===== src/rtl/enc_regs_pkg.sv =====
package enc_regs_pkg;
  localparam int unsigned ADDR_W = 10;
  localparam int unsigned DATA_W = 32;

  localparam logic [ADDR_W-1:0] OFF_CTRL   = 10'h000;
  localparam logic [ADDR_W-1:0] OFF_STAT   = 10'h004;
  localparam logic [ADDR_W-1:0] OFF_PRIV   = 10'h01C;
  localparam logic [ADDR_W-1:0] OFF_RCFG   = 10'h040;
  localparam logic [ADDR_W-1:0] OFF_RSTART = 10'h044;
  localparam logic [ADDR_W-1:0] OFF_REND   = 10'h048;
  localparam logic [ADDR_W-1:0] OFF_KEY    = 10'h200;
  localparam logic [ADDR_W-1:0] OFF_VER    = 10'h3F4;
  localparam logic [ADDR_W-1:0] OFF_ID     = 10'h3F8;
  localparam logic [ADDR_W-1:0] OFF_SID    = 10'h3FC;

  typedef struct packed {
    logic        en;
    logic        enc;
    logic [15:0] lo;
    logic [15:0] hi;
  } region_t;
endpackage


===== src/rtl/enc_key_store.sv =====
module enc_key_store #(
  parameter int unsigned KEY_WORDS = 4,
  localparam int unsigned IDX_W = (KEY_WORDS > 1) ? $clog2(KEY_WORDS) : 1
) (
  input  logic                    clk_i,
  input  logic                    rst_ni,
  input  logic                    wr_i,
  input  logic                    lock_i,
  input  logic [IDX_W-1:0]        idx_i,
  input  logic [31:0]             wdata_i,
  output logic [32*KEY_WORDS-1:0] key_o,
  output logic                    valid_o
);
  logic [KEY_WORDS-1:0] loaded_q;

  for (genvar g = 0; g < KEY_WORDS; g++) begin : g_word
    logic hit;
    assign hit = wr_i && !lock_i && (idx_i == IDX_W'(g));
    always_ff @(posedge clk_i or negedge rst_ni) begin
      if (!rst_ni) begin
        key_o[32*g +: 32] <= '0;
        loaded_q[g]       <= 1'b0;
      end else if (hit) begin
        key_o[32*g +: 32] <= wdata_i;
        loaded_q[g]       <= 1'b1;
      end
    end
  end

  assign valid_o = &loaded_q;
endmodule


===== src/rtl/enc_region_match.sv =====
module enc_region_match
  import enc_regs_pkg::*;
(
  input  region_t     region_i,
  input  logic [31:0] addr_i,
  output logic        enc_o
);
  logic above_lo, below_hi;
  assign above_lo = addr_i >= {region_i.lo, 16'h0000};
  assign below_hi = addr_i <= {region_i.hi, 16'hFFFF};
  assign enc_o    = region_i.en && region_i.enc && above_lo && below_hi;
endmodule


===== src/rtl/enc_region_regs.sv =====
module enc_region_regs
  import enc_regs_pkg::*;
#(
  parameter int unsigned KEY_BITS = 128,
  parameter logic [3:0]  VER_MAJOR = 4'h1,
  parameter logic [3:0]  VER_MINOR = 4'h0,
  parameter logic [31:0] ID_WORD   = 32'h00A1_0031,
  parameter logic [31:0] SID_WORD  = 32'h5E1C_0002,
  localparam int unsigned KEY_WORDS = KEY_BITS / 32,
  localparam int unsigned IDX_W = (KEY_WORDS > 1) ? $clog2(KEY_WORDS) : 1
) (
  input  logic                clk_i,
  input  logic                rst_ni,
  input  logic                bus_req_i,
  input  logic                bus_we_i,
  input  logic                bus_priv_i,
  input  logic [ADDR_W-1:0]   bus_addr_i,
  input  logic [DATA_W-1:0]   bus_wdata_i,
  output logic [DATA_W-1:0]   bus_rdata_o,
  input  logic                hw_enc_dis_i,
  input  logic [31:0]         lookup_addr_i,
  output logic                lookup_enc_o,
  output logic [KEY_BITS-1:0] key_o
);
  localparam logic [ADDR_W-1:0] KEY_SPAN = ADDR_W'(4 * KEY_WORDS);

  logic    glock_q, klock_q, priv_q, key_valid;
  region_t region_q;

  // privilege gate
  logic blocked, wr, rd;
  assign blocked = priv_q && !bus_priv_i;
  assign wr = bus_req_i && bus_we_i && !blocked;
  assign rd = bus_req_i && !bus_we_i && !blocked;

  logic [ADDR_W-1:0] key_off;
  logic              key_sel;
  assign key_off = bus_addr_i - OFF_KEY;
  assign key_sel = (key_off < KEY_SPAN) && (key_off[1:0] == 2'b00);

  logic wr_ctrl, wr_cfg;
  assign wr_ctrl = wr && (bus_addr_i == OFF_CTRL);
  assign wr_cfg  = wr && !glock_q;

  always_ff @(posedge clk_i or negedge rst_ni) begin
    if (!rst_ni) begin
      glock_q  <= 1'b0;
      klock_q  <= 1'b0;
      priv_q   <= 1'b0;
      region_q <= '0;
    end else begin
      if (wr_ctrl) begin
        glock_q <= glock_q | bus_wdata_i[0];
        klock_q <= klock_q | bus_wdata_i[1];
      end
      if (wr_cfg) begin
        unique case (bus_addr_i)
          OFF_PRIV:    priv_q <= bus_wdata_i[0];
          OFF_RCFG: begin
            region_q.en  <= bus_wdata_i[0];
            region_q.enc <= bus_wdata_i[15];
          end
          OFF_RSTART:  region_q.lo <= bus_wdata_i[31:16];
          OFF_REND:    region_q.hi <= bus_wdata_i[31:16];
          default: ;
        endcase
      end
    end
  end

  enc_key_store #(.KEY_WORDS(KEY_WORDS)) u_key (
    .clk_i   (clk_i),
    .rst_ni  (rst_ni),
    .wr_i    (wr && key_sel),
    .lock_i  (klock_q),
    .idx_i   (key_off[IDX_W+1:2]),
    .wdata_i (bus_wdata_i),
    .key_o   (key_o),
    .valid_o (key_valid)
  );

  enc_region_match u_match (
    .region_i (region_q),
    .addr_i   (lookup_addr_i),
    .enc_o    (lookup_enc_o)
  );

  // bounds read back without bits 31:30
  always_comb begin
    bus_rdata_o = '0;
    if (rd) begin
      unique case (bus_addr_i)
        OFF_CTRL:   bus_rdata_o = {30'b0, klock_q, glock_q};
        OFF_STAT:   bus_rdata_o = {27'b0, hw_enc_dis_i, 3'b0, key_valid};
        OFF_PRIV:   bus_rdata_o = {31'b0, priv_q};
        OFF_RCFG:   bus_rdata_o = {16'b0, region_q.enc, 14'b0, region_q.en};
        OFF_RSTART: bus_rdata_o = {2'b0, region_q.lo[13:0], 16'b0};
        OFF_REND:   bus_rdata_o = {2'b0, region_q.hi[13:0], 16'b0};
        OFF_VER:    bus_rdata_o = {24'b0, VER_MAJOR, VER_MINOR};
        OFF_ID:     bus_rdata_o = ID_WORD;
        OFF_SID:    bus_rdata_o = SID_WORD;
        default:    bus_rdata_o = '0;
      endcase
    end
  end
endmodule


===== config.mk =====
export PLATFORM = sky130hd
export DESIGN_NAME = enc_region_regs
export DESIGN_NICKNAME = d
export VERILOG_FILES = /design/src/rtl/enc_regs_pkg.sv /design/src/rtl/enc_key_store.sv /design/src/rtl/enc_region_match.sv /design/src/rtl/enc_region_regs.sv
export SDC_FILE = /design/constraint.sdc
export NUM_CORES = 1
export LEC_CHECK = 0
export ABC_AREA = 1
export BUFFER_PORTS_ARGS = -buffer_cell sky130_fd_sc_hd__buf_2
export CAP_MARGIN = 10
export CORE_UTILIZATION = 38
export DETAILED_ROUTE_END_ITERATION = 12
export SLEW_MARGIN = 10
export SYNTH_ARGS = -nofsm -noshare
export SYNTH_HDL_FRONTEND = slang
export SYNTH_HIERARCHICAL = 1
export SYNTH_SLANG_ARGS = --single-unit

===== constraint.sdc =====
create_clock -name clk_i -period 1.88 [get_ports clk_i]
set_input_delay 0.188 -clock clk_i [delete_from_list [all_inputs] [get_ports clk_i]]
set_output_delay 0.188 -clock clk_i [all_outputs]
set_load 0.01 [all_outputs]

==> results.json <==
{
  "startpoint_type": "flop",
  "drtPass1Iterations": 5,
  "grt_pass1_vias": 7528,
  "maxCapViolCount": 0,
  "path_class": "flop to output port",
  "final_core_util": 0.5060,
  "drc": 0,
  "fin_crit_ns": 2.107,
  "finalNetCount": 1406,
  "synth_cells": 1046,
  "hold_path_depth": 3,
  "row_count": 53,
  "fmax_ghz": 0.4746,
  "synth_seq_area_share": 0.5073,
  "synth_top_area_cell": "dfrtp_1",
  "ir_drop_mv": 0.5896,
  "multi_input_area_um2": 3694,
  "cts_tree": "built",
  "clock_sinks": 169,
  "whs_ns": 0.03436,
  "max-clock-path-buffers": 2,
  "worstReg2RegStart": "priv_q",
  "timing.rr.end": "u_key/key_o[40]",
  "cp_max_fo": 3,
  "io_pins": 241,
  "core_um2": 21290,
  "status": "finished, violations left",
  "syn_avg_cell_area_um2": 7.970,
  "vias": 7621,
  "gp_congestion": 0.8276,
  "reg2reg_depth": 10,
  "postRouteAntennaNets": 0,
  "h-tree-depth": 4,
  "start_util": 0.3916,
  "finalHoldViolCount": 0,
  "port_buffers": 228,
  "min_path_type": "input pin to flop",
  "drtIter0Drc": 500,
  "tns_ns": -0.2270,
  "clkLatencyLatePin_ns": 0.42,
  "crit_required_ns": 1.69,
  "crit_path_end_kind": "output port",
  "post-route-period-util": 1.121,
  "hp-start": "bus_wdata_i[11]",
  "area_growth_pct": 29.21,
  "dieWidth_um": 150.1,
  "register_area_um2": 4229,
  "rsz0062_at_grt": "true",
  "placed_area_um2": 9842,
  "grt-ovfl-total": 0,
  "die-area_um2": 22530,
  "p_leak_nw": 6.203,
  "synth_edf_count": 0,
  "drt-wirelength-per-cell_um": 16.19,
  "root_buffer": "clkbuf_16",
  "ys_types": 30,
  "cellPowerDensity_nw_per_um2": 707.9,
  "async_reset_ff_frac": 1.000,
  "hold_end": "u_key/key_o[107]",
  "drt-total-wl_um": 25690,
  "netlist_area_um2": 8337,
  "cts_buffers": 17,
  "dp.final_hpwl_um": 18080,
  "yosysWarningCount": 6,
  "maxSlewViolCount": 0,
  "worstPathArrival_ns": 1.92,
  "die_y_um": 150.1,
  "drive_above_1_share": 0.2907,
  "grt_usage": 0.2305,
  "fin_ws_ns": -0.2270,
  "clk_pin_slew_ns": 0.07,
  "synth-main-ff-cell": "dfrtp_1",
  "fillers": 2110,
  "yosys-top-cells-count": "nand2_1, dfrtp_1, nand3_1",
  "setup_viol": 1,
  "design_area_um2": 10770,
  "netlist.area_leader.share": 0.5073,
  "grt_max_degree": 55,
  "yosys.cell_count.top_type": "nand2_1",
  "grt_pass1_wl_um": 39560,
  "violations": "negative setup slack",
  "r2r_slack_ns": 0.18,
  "fin_skew_ns": 0.007916,
  "antenna_found_initial": 3,
  "synth-seq-cells": 169,
  "vias_per_cell": 4.802,
  "synth_area_leaders": "dfrtp_1, nand2_1, nand3_1"
}
[metrics by stage]
step / cells / setup slack [ns] / total power, W
after floorplan: 1057 / 0.2658 / 0.003939
after global routing: 1585 / -0.3596 / 0.007900
after CTS: 1580 / -0.2258 / 0.007692
after global placement: 1535 / 0.1073 / 0.004239
after detailed placement: 1535 / 0.09051 / 0.004246
final: 1587 / -0.2270 / 0.007625
[critical path, stage by stage (launching register included)]
cell	delay, ns
dfrtp_1	0.38
inv_1	0.06
ha_1	0.28
nand2_1	0.07
inv_2	0.05
nand2_4	0.08
inv_1	0.04
nand2_1	0.06
nand2_1	0.08
nor2_1	0.10
nand2_1	0.06
nand2_1	0.07
nor2_2	0.03
buf_2	0.13
[cells by family after synthesis]
logic type | Yosys count | share of synthesized area
other | 1 | 0.0004498
adders and majority gates | 32 | 0.04803
AOI/OAI and AO/OA | 66 | 0.04187
buffers and inverters | 149 | 0.08165
DFF | 169 | 0.5073
and+or+nand+nor | 629 | 0.3207
[state kept, by name, summed over array words and instances, names as in the netlist]
signal          count
priv_q              1
region_q           34
u_key/loaded_q      4
glock_q             1
u_key/key_o       128
klock_q             1
[how the worst max path moves through the flow]
stage / from / to / cells past startpoint
3_3_place_gp: bus_addr_i[5] / u_key/key_o[37] / 9
6_report: region_q[28] / lookup_enc_o / 13
3_5_place_dp: bus_addr_i[5] / u_key/key_o[35] / 9
5_1_grt: region_q[17] / lookup_enc_o / 13
2_1_floorplan: priv_q / u_key/key_o[10] / 10
4_1_cts: region_q[15] / lookup_enc_o / 9
[power by group]
part	switching (W)	internal, W
Combinational	0.000375	0.000186
Clock	0.00150	0.00191
Sequential	0.00000951	0.00365
Total	0.00188	0.00574
[layer usage]
metal,vias up,GRT usage,share of wire
li1,3738,-,-
met1,3603,0.3029,0.44
met2,244,0.3692,0.47
met3,36,0.05818,0.068
met4,0,0.07929,0.021
met5,-,0,0
[area by class of cell]
cell class,count,share of cell area
inverter,94,0.03345
sequential,169,0.3926
tap,275,0.03194
multi-input combinational,740,0.3429
timing repair buffer,272,0.1450
antenna,5,0.001162
clock buffer,20,0.04240
clock inverter,12,0.01057
[timing repair]
action / CTS / global route
gates cloned: 0 / 1
hold buffers: 2 / 0
setup endpoints to repair: 19 / 73
buffers inserted: 11 / 1
resized for setup: 15 / 27
hold endpoints to repair: 39 / 0
pin swaps: 11 / 12
[layout by cell type, fill, tap and decap left out, drive strengths merged]
cell,count
a21o,3
clkinv,3
nand4,8
a31o,1
bufinv,1
inv,98
clkinvlp,4
ha,32
nor3,2
clkbuf,20
dlygate4sd3,2
or2,1
conb,12
o21ai,34
buf,270
o21a,1
nor2,70
nand2,440
diode,5
dfrtp,169
o21bai,2
nand3,109
a21oi,25
Note: power is estimated with default switching activity, not from simulation.
